File: src/rtl/wmul_pkg.sv
package wmul_pkg;

  typedef enum logic [1:0] {
    WD_8  = 2'd0,
    WD_16 = 2'd1,
    WD_32 = 2'd2,
    WD_64 = 2'd3
  } wsel_e;

  typedef enum logic [1:0] {
    S_IDLE = 2'd0,
    S_RUN  = 2'd1,
    S_LO   = 2'd2,
    S_LAST = 2'd3
  } wmul_st_e;

  // operand width in bits for a width code
  function automatic logic [31:0] wsel_bits(input logic [1:0] code);
    return 32'd8 << code;
  endfunction

endpackage

File: src/rtl/wmul_opnd.sv
// Operand conditioning: extends one factor from the selected width and
// returns its magnitude plus a negative marker.
module wmul_opnd #(
  parameter int unsigned DW = 64
) (
  input  logic [DW-1:0] val_i,
  input  logic [1:0]    wsel_i,
  input  logic          sgn_i,
  output logic [DW-1:0] mag_o,
  output logic          neg_o
);
  logic [31:0]   nb;
  logic [DW-1:0] mask;
  logic [DW-1:0] topv;
  logic [DW-1:0] ext;

  always_comb begin
    nb    = wmul_pkg::wsel_bits(wsel_i);
    mask  = {DW{1'b1}} >> (DW - nb);
    topv  = val_i >> (nb - 32'd1);
    neg_o = sgn_i & topv[0];
    ext   = (val_i & mask) | (neg_o ? ~mask : '0);
    mag_o = neg_o ? (~ext + 1'b1) : ext;
  end
endmodule

File: src/rtl/wmul_iter.sv
// Iterative magnitude multiplier: STEP multiplier bits retired per clock.
module wmul_iter #(
  parameter int unsigned DW   = 64,
  parameter int unsigned STEP = 4
) (
  input  logic                              clk,
  input  logic                              rst,
  input  logic                              load_i,
  input  logic [DW-1:0]                     mc_i,
  input  logic [DW-1:0]                     mp_i,
  input  logic [$clog2(DW/STEP+1)-1:0]      steps_i,
  output logic                              done_o,
  output logic [2*DW-1:0]                   prod_o
);
  localparam int unsigned PW = 2 * DW;
  localparam int unsigned CW = $clog2(DW / STEP + 1);

  logic [PW-1:0] acc;
  logic [PW-1:0] mc;
  logic [DW-1:0] mp;
  logic [CW-1:0] cnt;
  logic          done_q;
  logic [PW-1:0] pp [STEP];
  logic [PW-1:0] sum;

  for (genvar j = 0; j < STEP; j++) begin : g_pp
    assign pp[j] = mp[j] ? (mc << j) : '0;
  end

  always_comb begin
    sum = acc;
    for (int j = 0; j < STEP; j++) begin
      sum = sum + pp[j];
    end
  end

  always_ff @(posedge clk) begin
    if (rst) begin
      acc    <= '0;
      mc     <= '0;
      mp     <= '0;
      cnt    <= '0;
      done_q <= 1'b0;
    end else begin
      done_q <= 1'b0;
      if (load_i) begin
        acc <= '0;
        mc  <= {{DW{1'b0}}, mc_i};
        mp  <= mp_i;
        cnt <= steps_i;
      end else if (cnt != '0) begin
        acc <= sum;
        mc  <= mc << STEP;
        mp  <= mp >> STEP;
        cnt <= cnt - CW'(1);
        if (cnt == CW'(1)) done_q <= 1'b1;
      end
    end
  end

  assign done_o = done_q;
  assign prod_o = acc;
endmodule

File: src/rtl/wmul_split.sv
// Sign restore, half split at the selected width, and the overflow rule.
module wmul_split #(
  parameter int unsigned DW = 64
) (
  input  logic [2*DW-1:0] prod_i,
  input  logic            neg_i,
  input  logic            sgn_i,
  input  logic [1:0]      wsel_i,
  output logic [DW-1:0]   lo_o,
  output logic [DW-1:0]   hi_o,
  output logic            ovf_o
);
  logic [31:0]     nb;
  logic [DW-1:0]   mask;
  logic [2*DW-1:0] p;
  logic [2*DW-1:0] up;
  logic [DW-1:0]   lotop;

  always_comb begin
    nb    = wmul_pkg::wsel_bits(wsel_i);
    mask  = {DW{1'b1}} >> (DW - nb);
    p     = neg_i ? (~prod_i + 1'b1) : prod_i;
    up    = p >> nb;
    lo_o  = p[DW-1:0] & mask;
    hi_o  = up[DW-1:0] & mask;
    lotop = lo_o >> (nb - 32'd1);
    if (sgn_i) ovf_o = (hi_o != (lotop[0] ? mask : '0));
    else       ovf_o = (hi_o != '0);
  end
endmodule

File: src/rtl/wmul_unit.sv
module wmul_unit
  import wmul_pkg::*;
#(
  parameter int unsigned DW   = 64,
  parameter int unsigned STEP = 4
) (
  input  logic          clk,
  input  logic          rst,
  input  logic          req_valid,
  output logic          req_ready,
  input  logic          req_signed,
  input  logic [1:0]    req_wsel,
  input  logic          req_keep_hi,
  input  logic [DW-1:0] req_a,
  input  logic [DW-1:0] req_b,
  output logic          res_valid,
  input  logic          res_ready,
  output logic [DW-1:0] res_data,
  output logic          res_last,
  output logic          res_cf,
  output logic          res_of
);
  localparam int unsigned CW = $clog2(DW / STEP + 1);

  wmul_st_e      st;
  logic [1:0]    wsel_q;
  logic          sgn_q;
  logic          keep_q;
  logic          neg_q;
  logic [DW-1:0] lo_q;
  logic [DW-1:0] hi_q;
  logic          ovf_q;
  logic          cf_q;
  logic          of_q;

  logic [DW-1:0]   mag_a, mag_b;
  logic            neg_a, neg_b;
  logic            take;
  logic [CW-1:0]   steps;
  logic            it_done;
  logic [2*DW-1:0] it_prod;
  logic [DW-1:0]   sp_lo, sp_hi;
  logic            sp_ovf;
  logic            one_beat;

  wmul_opnd #(.DW(DW)) u_opa (
    .val_i(req_a), .wsel_i(req_wsel), .sgn_i(req_signed),
    .mag_o(mag_a), .neg_o(neg_a)
  );

  wmul_opnd #(.DW(DW)) u_opb (
    .val_i(req_b), .wsel_i(req_wsel), .sgn_i(req_signed),
    .mag_o(mag_b), .neg_o(neg_b)
  );

  assign take  = req_valid && req_ready;
  assign steps = CW'(wsel_bits(req_wsel) / STEP);

  wmul_iter #(.DW(DW), .STEP(STEP)) u_iter (
    .clk(clk), .rst(rst), .load_i(take),
    .mc_i(mag_a), .mp_i(mag_b), .steps_i(steps),
    .done_o(it_done), .prod_o(it_prod)
  );

  wmul_split #(.DW(DW)) u_split (
    .prod_i(it_prod), .neg_i(neg_q), .sgn_i(sgn_q), .wsel_i(wsel_q),
    .lo_o(sp_lo), .hi_o(sp_hi), .ovf_o(sp_ovf)
  );

  assign one_beat = (wsel_q == WD_8) || !keep_q;

  always_ff @(posedge clk) begin
    if (rst) begin
      st     <= S_IDLE;
      wsel_q <= WD_8;
      sgn_q  <= 1'b0;
      keep_q <= 1'b0;
      neg_q  <= 1'b0;
      lo_q   <= '0;
      hi_q   <= '0;
      ovf_q  <= 1'b0;
      cf_q   <= 1'b0;
      of_q   <= 1'b0;
    end else begin
      unique case (st)
        S_IDLE: if (take) begin
          wsel_q <= req_wsel;
          sgn_q  <= req_signed;
          keep_q <= req_keep_hi;
          neg_q  <= neg_a ^ neg_b;
          st     <= S_RUN;
        end
        S_RUN: if (it_done) begin
          lo_q  <= sp_lo;
          hi_q  <= sp_hi;
          ovf_q <= sp_ovf;
          if (one_beat) begin
            cf_q <= sp_ovf;
            of_q <= sp_ovf;
            st   <= S_LAST;
          end else begin
            st   <= S_LO;
          end
        end
        S_LO: if (res_ready) begin
          cf_q <= ovf_q;
          of_q <= ovf_q;
          st   <= S_LAST;
        end
        S_LAST: if (res_ready) st <= S_IDLE;
        default: st <= S_IDLE;
      endcase
    end
  end

  always_comb begin
    res_data = '0;
    if (st == S_LO) begin
      res_data = lo_q;
    end else if (st == S_LAST) begin
      if (wsel_q == WD_8) res_data = DW'({hi_q[7:0], lo_q[7:0]});
      else if (keep_q)    res_data = hi_q;
      else                res_data = lo_q;
    end
  end

  assign req_ready = (st == S_IDLE);
  assign res_valid = (st == S_LO) || (st == S_LAST);
  assign res_last  = (st == S_LAST);
  assign res_cf    = cf_q;
  assign res_of    = of_q;
endmodule

File: config.mk
export PLATFORM = sky130hd
export DESIGN_NAME = wmul_unit
export DESIGN_NICKNAME = d
export VERILOG_FILES = /design/src/rtl/wmul_pkg.sv /design/src/rtl/wmul_opnd.sv /design/src/rtl/wmul_iter.sv /design/src/rtl/wmul_split.sv /design/src/rtl/wmul_unit.sv
export SDC_FILE = /design/constraint.sdc
export NUM_CORES = 2
export LEC_CHECK = 0
export BUFFER_PORTS_ARGS = -buffer_cell sky130_fd_sc_hd__buf_2
export CORE_UTILIZATION = 45
export CTS_BUF_LIST = sky130_fd_sc_hd__clkbuf_8
export CTS_CLUSTER_SIZE = 30
export DETAILED_ROUTE_END_ITERATION = 10
export PLACE_DENSITY = 0.72
export SYNTH_ARGS = -nofsm -noshare
export SYNTH_HDL_FRONTEND = slang
export SYNTH_SLANG_ARGS = --single-unit
File: constraint.sdc
create_clock -name clk -period 9.2 [get_ports clk]
set_clock_uncertainty 0.15 [all_clocks]
set_input_delay 0.46 -clock clk [delete_from_list [all_inputs] [get_ports clk]]
set_output_delay 0.46 -clock clk [all_outputs]
set_load 0.1 [all_outputs]
## Word level (Yosys, flattened, before mapping)

Index checks and enable logic that the tools add are counted.

- Word-level logic and storage cells: 107
- Output and inout bits: 69
- Bits in registers: 463
- Bits of input ports: 136

- Eq/ne operators: 10
- Reduce and logical (&&, ||, !) cells: 16
- $add $sub $neg: 12
- Bitwise gates (word level): 14
- Shifts and indexed selects: 8
- Multiplexer cells: 32

Operator list:

| cell | count |
|---|---|
| 64-bit two-way mux | 13 |
| 128-bit two-way mux | 5 |
| 128-bit adder | 4 |
| 64-bit AND | 4 |
| 64-bit inverter | 3 |
| 64-bit by 32-bit right shift with 1-bit output | 3 |
| 128-bit by 1-bit adder with 128-bit output (second input constant) | 1 |
| 64-bit by 1-bit adder with 64-bit output (second input constant) | 2 |
| 128-bit inverter | 1 |
| 64-bit OR | 2 |
| 128-bit by 32-bit right shift with 64-bit output | 1 |
| 64-bit by 32-bit right shift with 64-bit output (first input constant) | 2 |
| 64-bit inequality test | 1 |
| 64-bit nonzero test | 1 |
| 4-bit by 2-bit left shift with 32-bit output (first input constant) | 2 |
| 32-bit by 1-bit subtractor with 32-bit output (second input constant) | 2 |
| 7-bit by 32-bit subtractor with 32-bit output (first input constant) | 2 |
| 5-bit two-way mux | 2 |
| 2-bit two-way mux | 4 |
| 2-bit one-hot mux with 4 select lines | 1 |
| 4-bit AND reduction | 2 |
| 1-bit two-way mux | 6 |
| 2-bit inequality test (second input constant) | 3 |
| 5-bit by 1-bit equality test with 1-bit output (second input constant) | 1 |
| 17 further kinds | 24 |

## Depth between registers and ports, before layout

- Depth in word-level cells: 11
- Mapped depth: 24
- Depth with buffers taken out: 21

## By module

From an unflattened synthesis, not the netlist that was laid out.

- Cell total of the unflattened synthesis: 7,406
- Area total of the unflattened synthesis: 51,017.7 um2

Modules (own cells, without submodules):

| module | times used | seq. area each (um2) | area each (um2) | cells an instance |
|---|---|---|---|---|
| wmul_iter | 1 | 6,526.3 | 32,922.8 | 4,522 |
| wmul_split | 1 | 0.0 | 6,926.6 | 1,150 |
| wmul_unit | 1 | 2,742.6 | 5,863.1 | 852 |
| wmul_opnd | 2 | 0.0 | 2,652.5 | 441 |

## Worst setup path after synthesis

OpenSTA, ideal clock, no wires.

- Path kind: flip-flop to flip-flop
- From: reg u_iter.mp[3]
- To: reg u_iter.acc[114], in the netlist u_iter.prod_o[114]
- Arrival time: 6.259 ns
- Stages on the path, launching flop included: 22
- Period minus slack after synthesis: 6.526 ns
- Library setup time: 0.117 ns
- Path slack: 2.674 ns
- Path buffers: 3
- Data required time: 8.933 ns
- Cell sequence: dfxtp_1 clkbuf_1 clkbuf_1 clkbuf_1 and2_1 fa_1 fa_1 fa_1 ha_1 and4_1 and3_1 a21boi_0 nor3b_1 o31ai_1 a41o_1 o2111ai_1 a2111o_1 a21oi_1 o2111ai_1 a2111oi_0 o21ai_0 a32o_1

- Longest elaborated chain between the ends: 2

Ends and longest elaborated chain:

| item | RTL line | source |
|---|---|---|
| start: declaration | wmul_iter.sv:20 | `logic [DW-1:0] mp;` |
| start signal: assignment | wmul_iter.sv:49 | `mp <= mp_i;` |
| start signal: assignment | wmul_iter.sv:54 | `mp <= mp >> STEP;` |
| 128-bit two-way mux | wmul_iter.sv:27 | `assign pp[j] = mp[j] ? (mc << j) : '0;` |
| 128-bit adder | wmul_iter.sv:33 | `sum = sum + pp[j];` |
| end signal: assignment | wmul_iter.sv:52 | `acc <= sum;` |
| end: declaration | wmul_iter.sv:18 | `logic [PW-1:0] acc;` |

Every way passes these cells.
A chain may end at the register's enable or synchronous reset.

## Worst setup path in the final report

- From: reg u_iter.mp[2]
- To: reg u_iter.acc[112], in the netlist u_iter.prod_o[112]

- Longest elaborated chain between the ends: 3

Ends and longest elaborated chain:

| item | RTL line |
|---|---|
| 128-bit two-way mux | wmul_iter.sv:27 |
| 128-bit adder (2 in series) | wmul_iter.sv:33 |

Every way passes these cells.

==> results_dict.tcl <==
set metrics [dict create \
    clock_tree.root_cell "sky130_fd_sc_hd__clkbuf_8" \
    largest_net_degree_at_the_start_of_global_routing 169 \
    drc 0 \
    track_usage_pct 29.8 \
    timing.setup.critical_path_class "reg -> reg" \
    total_switching_power_mw 6.52 \
    timing.final.max_slew_violations 0 \
    status "completed" \
    period_minus_ws_final_ns 8.09 \
    routed-via-count 46400 \
    count_of_port_buffers_added_during_placement 204 \
    tightestPinTransition_ns 1.24 \
    fin_ws_ns 1.11 \
    cts_tree "yes" \
    cts-buffers-inserted 84 \
    critical_path_depth 20 \
    clock_tree.htree_level_count 3 \
    via_count_of_the_first_global_routing_pass 43109 \
    yosysWarnings 0 \
    worst_setup_path_start_kind "register" \
    slew_headroom_pct 15.3 \
    instances_no_fill 7871 \
    net_switching_share_of_the_total_power_pct 54.8 \
    io-pin-count 205 \
    clockPowerShare_pct 17.7 \
    hold_start "req_b[6]" \
    path_delay_family "compound AO/OA/AOI/OAI gates" \
    crit_slowest_cell "sky130_fd_sc_hd__a2111oi_0" \
    crit_fanout 40 \
    finalWeightedCongestion 1.02 \
    postSynthAreaPerCell_um2 7.35 \
    postSynth.asyncResetShare_pct 0 \
    start_util_pct 45.5 \
    avgRoutedWirePerCell_um 20.7 \
    synth_seq_area_share_pct 19.6 \
    critical_path.n_buffers_inverters 2 \
    syn_nets 7096 \
    launch_point_of_the_worst_reg_to_reg_path "u_iter.mp[2]" \
    synth.distinct_cells 85 \
    holdCritPathClass "in -> reg" \
    period_share_pct 87.9 \
    yosysTopAreaCell "sky130_fd_sc_hd__dfxtp_1" \
    cts.path.max_buffers 3 \
    placed_area_um2 49100 \
    fin_area_um2 51300 \
    viasPerCell 5.90 \
    whs_endpoint "u_iter.mp[6]" \
    synthTopCellsByArea "sky130_fd_sc_hd__dfxtp_1 (20%), sky130_fd_sc_hd__fa_1 (16%), sky130_fd_sc_hd__nand2_1 (8.2%), sky130_fd_sc_hd__a21oi_1 (7.2%), sky130_fd_sc_hd__and2_1 (6.5%)" \
    floorplan.die.height_um 326 \
    global_route.overflow_total 0 \
    hold_viol 0 \
    worst-endpoint-required_ns 9.64 \
    syn-cell-area_um2 47300 \
    antenna_found_initial 3 \
    postRouteAntennaNets 0 \
    number_of_placed_instances_with_taps_included 7675 \
    synth_enable_flop_cells 0 \
    clock_latency_ns 0.76 \
    finalWirelength_um 163000 \
    maxCapViolations 0 \
    power.share.sequential_pct 22.9 \
    post_cts_resized 0 \
    syn_inst 6443 \
    r2r_setup_slack_ns 1.11 \
    floorplan.core_area_um2 104000 \
    netlist.area_leader.share_pct 19.6 \
    rsz_0062_raised_after_global_routing "false" \
    numnets_final 7077 \
    worst_r2r_path_depth 20 \
    dp_slack_ns 1.37 \
    worstPathCellList "and2_1, fa_1, fa_1, inv_1, fa_1, inv_1, ha_1, and4_1, and3_1, a21boi_0, o2111ai_1, a2111oi_0, o211ai_1, o211ai_1, a311oi_1, o21ai_0, a31oi_1, o21ai_0, o22ai_1, a221o_1" \
    min_delay_path_depth 5 \
    drive_above_1_share_pct 6.77 \
    cts_post_setup_buffers_inserted 0 \
    die_x_um 326 \
    power-per-cell-area_nw_per_um2 232 \
    cpMostUsedCell "sky130_fd_sc_hd__fa_1" \
    totalPowerFinal_mw 11.9 \
    number_of_design_rule_violations_left_by_the_first_detailed_router_iteration 5269 \
    synth_ff_type "sky130_fd_sc_hd__dfxtp_1" \
    endpoint_arrival_time_on_the_critical_path_ns 8.53 \
    finalSetupViolations 0 \
    power.share.combinational_pct 59.4 \
    seq_cells_post_synth 463 \
    vdd_drop_max_uv 276 \
    rr_endpoint "u_iter.prod_o[112]" \
    timing.critical_path.to_type "register" \
    drtPass1Iterations 6 \
    p_int_mw 5.38 \
    fin_setup_tns_ns 0 \
    fp-row-count 118 \
    fp.dieArea_um2 107000 \
    nFillCells 10370 \
    max_freq_mhz 124 \
    grt_first_pass_wirelength_um 253000 \
    clock_pin_slew_worst_setup_and_hold_paths_ns 0.07 \
    hpwl_um 128000 \
    power.static_leakage_nw 21.7 \
    crit_path_max_incr_delay_ns 1.10 \
    cts_sinks 463 \
    area_delta_synth_final_pct 8.32 \
]
power by group through the flow:
stage               clock [mW]  sequential (mW)  combinational (mW)
finish                    2.11             2.73                7.07
global route              2.23             2.77                7.57
CTS                       2.14             2.71                6.89
detailed placement           0             2.75                6.84
global placement             0             2.74                6.80
floorplan                    0             2.49                4.82
cells in the mapped netlist (30+ instances only):
cell type,n
sky130_fd_sc_hd__nand2_1,1036
sky130_fd_sc_hd__nor2_1,509
sky130_fd_sc_hd__or4_1,39
sky130_fd_sc_hd__dfxtp_1,463
sky130_fd_sc_hd__a21oi_1,677
sky130_fd_sc_hd__a21o_1,81
sky130_fd_sc_hd__nor4_1,47
sky130_fd_sc_hd__o21bai_1,43
sky130_fd_sc_hd__ha_1,141
sky130_fd_sc_hd__and2_1,491
sky130_fd_sc_hd__clkbuf_1,372
sky130_fd_sc_hd__o21ai_0,234
sky130_fd_sc_hd__or3_1,58
sky130_fd_sc_hd__inv_1,533
sky130_fd_sc_hd__buf_1,32
sky130_fd_sc_hd__a22oi_1,58
sky130_fd_sc_hd__nor3_1,122
sky130_fd_sc_hd__nand4_1,83
sky130_fd_sc_hd__and3_1,44
sky130_fd_sc_hd__o31ai_1,60
sky130_fd_sc_hd__a311oi_1,69
sky130_fd_sc_hd__o41ai_1,31
sky130_fd_sc_hd__xnor2_1,203
sky130_fd_sc_hd__nand3_1,83
sky130_fd_sc_hd__a31oi_1,45
sky130_fd_sc_hd__a211oi_1,58
sky130_fd_sc_hd__fa_1,376
sky130_fd_sc_hd__xor2_1,104
sky130_fd_sc_hd__nand2b_1,30
metrics by stage:
step | hold slack, ns | utilization, %
after floorplan | 0.282 | -
after global placement | 0.289 | 47.2
after detailed placement | 0.297 | 47.2
after CTS | 0.00219 | 49.3
after global routing | 0.0559 | 49.3
final | 0.0402 | 49.3
sequential cells by signal (all words and copies together), names as in the netlist:
register	count
lo_q	64
u_iter.done_o	1
res_of	1
keep_q	1
st	2
neg_q	1
ovf_q	1
u_iter.cnt	5
u_iter.mp	64
wsel_q	2
hi_q	64
u_iter.mc	128
sgn_q	1
u_iter.prod_o	128
routing by layer:
layer	vias up	GRT usage (%)	wire, µm
li1	21747	-	-
met1	22220	44.6	75500
met2	2150	43.4	67300
met3	281	5.21	14600
met4	2	9.03	5160
met5	-	0	14
final cells by class:
cell class	count	area [µm²]	area share (%)
Clock buffer	97	1340	2.60
Tap cell	1380	1730	3.37
Sequential cell	463	9280	18.1
Inverter	535	2010	3.92
Clock inverter	50	434	0.847
Antenna cell	6	15.0	0.0293
Multi-Input combinational cell	5038	34600	67.5
Timing Repair Buffer	302	1890	3.68
cell usage in the layout (no fill, tap or decap), drive strengths merged, types with 15 or more instances in the layout:
cell type,count
nor2b,23
o31ai,60
a311oi,69
nand2b,30
nor2,509
o21a,17
a221oi,15
nand3,83
a31oi,45
fa,376
o41ai,31
buf,258
inv,564
a21oi,677
nor3,122
or3,59
clkbuf,98
and4,16
xor2,104
or4,42
xnor2,203
a22oi,58
o211ai,19
o21ai,235
nand4,83
a21o,81
a211oi,58
mux2i,24
and3,44
nor4,48
dfxtp,463
nand2,1036
dlygate4sd3,43
ha,141
and2,491
o21bai,43
how the worst max path moves through the flow:
stage                 startpoint            endpoint
finish              u_iter.mp[2]  u_iter.prod_o[112]
global route        u_iter.mp[2]  u_iter.prod_o[112]
CTS                 u_iter.mp[2]  u_iter.prod_o[124]
detailed placement  u_iter.mp[2]  u_iter.prod_o[124]
global placement    u_iter.mp[2]  u_iter.prod_o[114]
floorplan           u_iter.mp[3]  u_iter.prod_o[114]
worst register-to-register path, delay by kind of cell, from the launching register on:
| kind | cells | cell delay [ns] |
|---|---|---|
| flip-flops | 1 | 0.74 |
| buffers and inverters | 2 | 0.09 |
| AO/OA/AOI/OAI | 11 | 4.36 |
| AND/OR/NAND/NOR | 3 | 0.76 |
| adder cells (fa/ha/maj) | 4 | 1.85 |
cell families after synthesis:
kind of cell | count (synthesis) | share of synthesized area [%]
muxes | 30 | 0.698
AOI/OAI and AO/OA | 1553 | 20.5
xor gates and xnor gates | 307 | 5.68
buffers and inverters | 942 | 7.48
DFF | 463 | 19.6
adders and majority gates | 517 | 19.6
and+or+nand+nor | 2631 | 26.4
repair_timing:
action,4_1_cts,5_1_grt
hold endpoints to repair,74,0
endpoints found under the setup margin,0,0
hold buffers,43,0
Power figures use the tool's default switching activity.
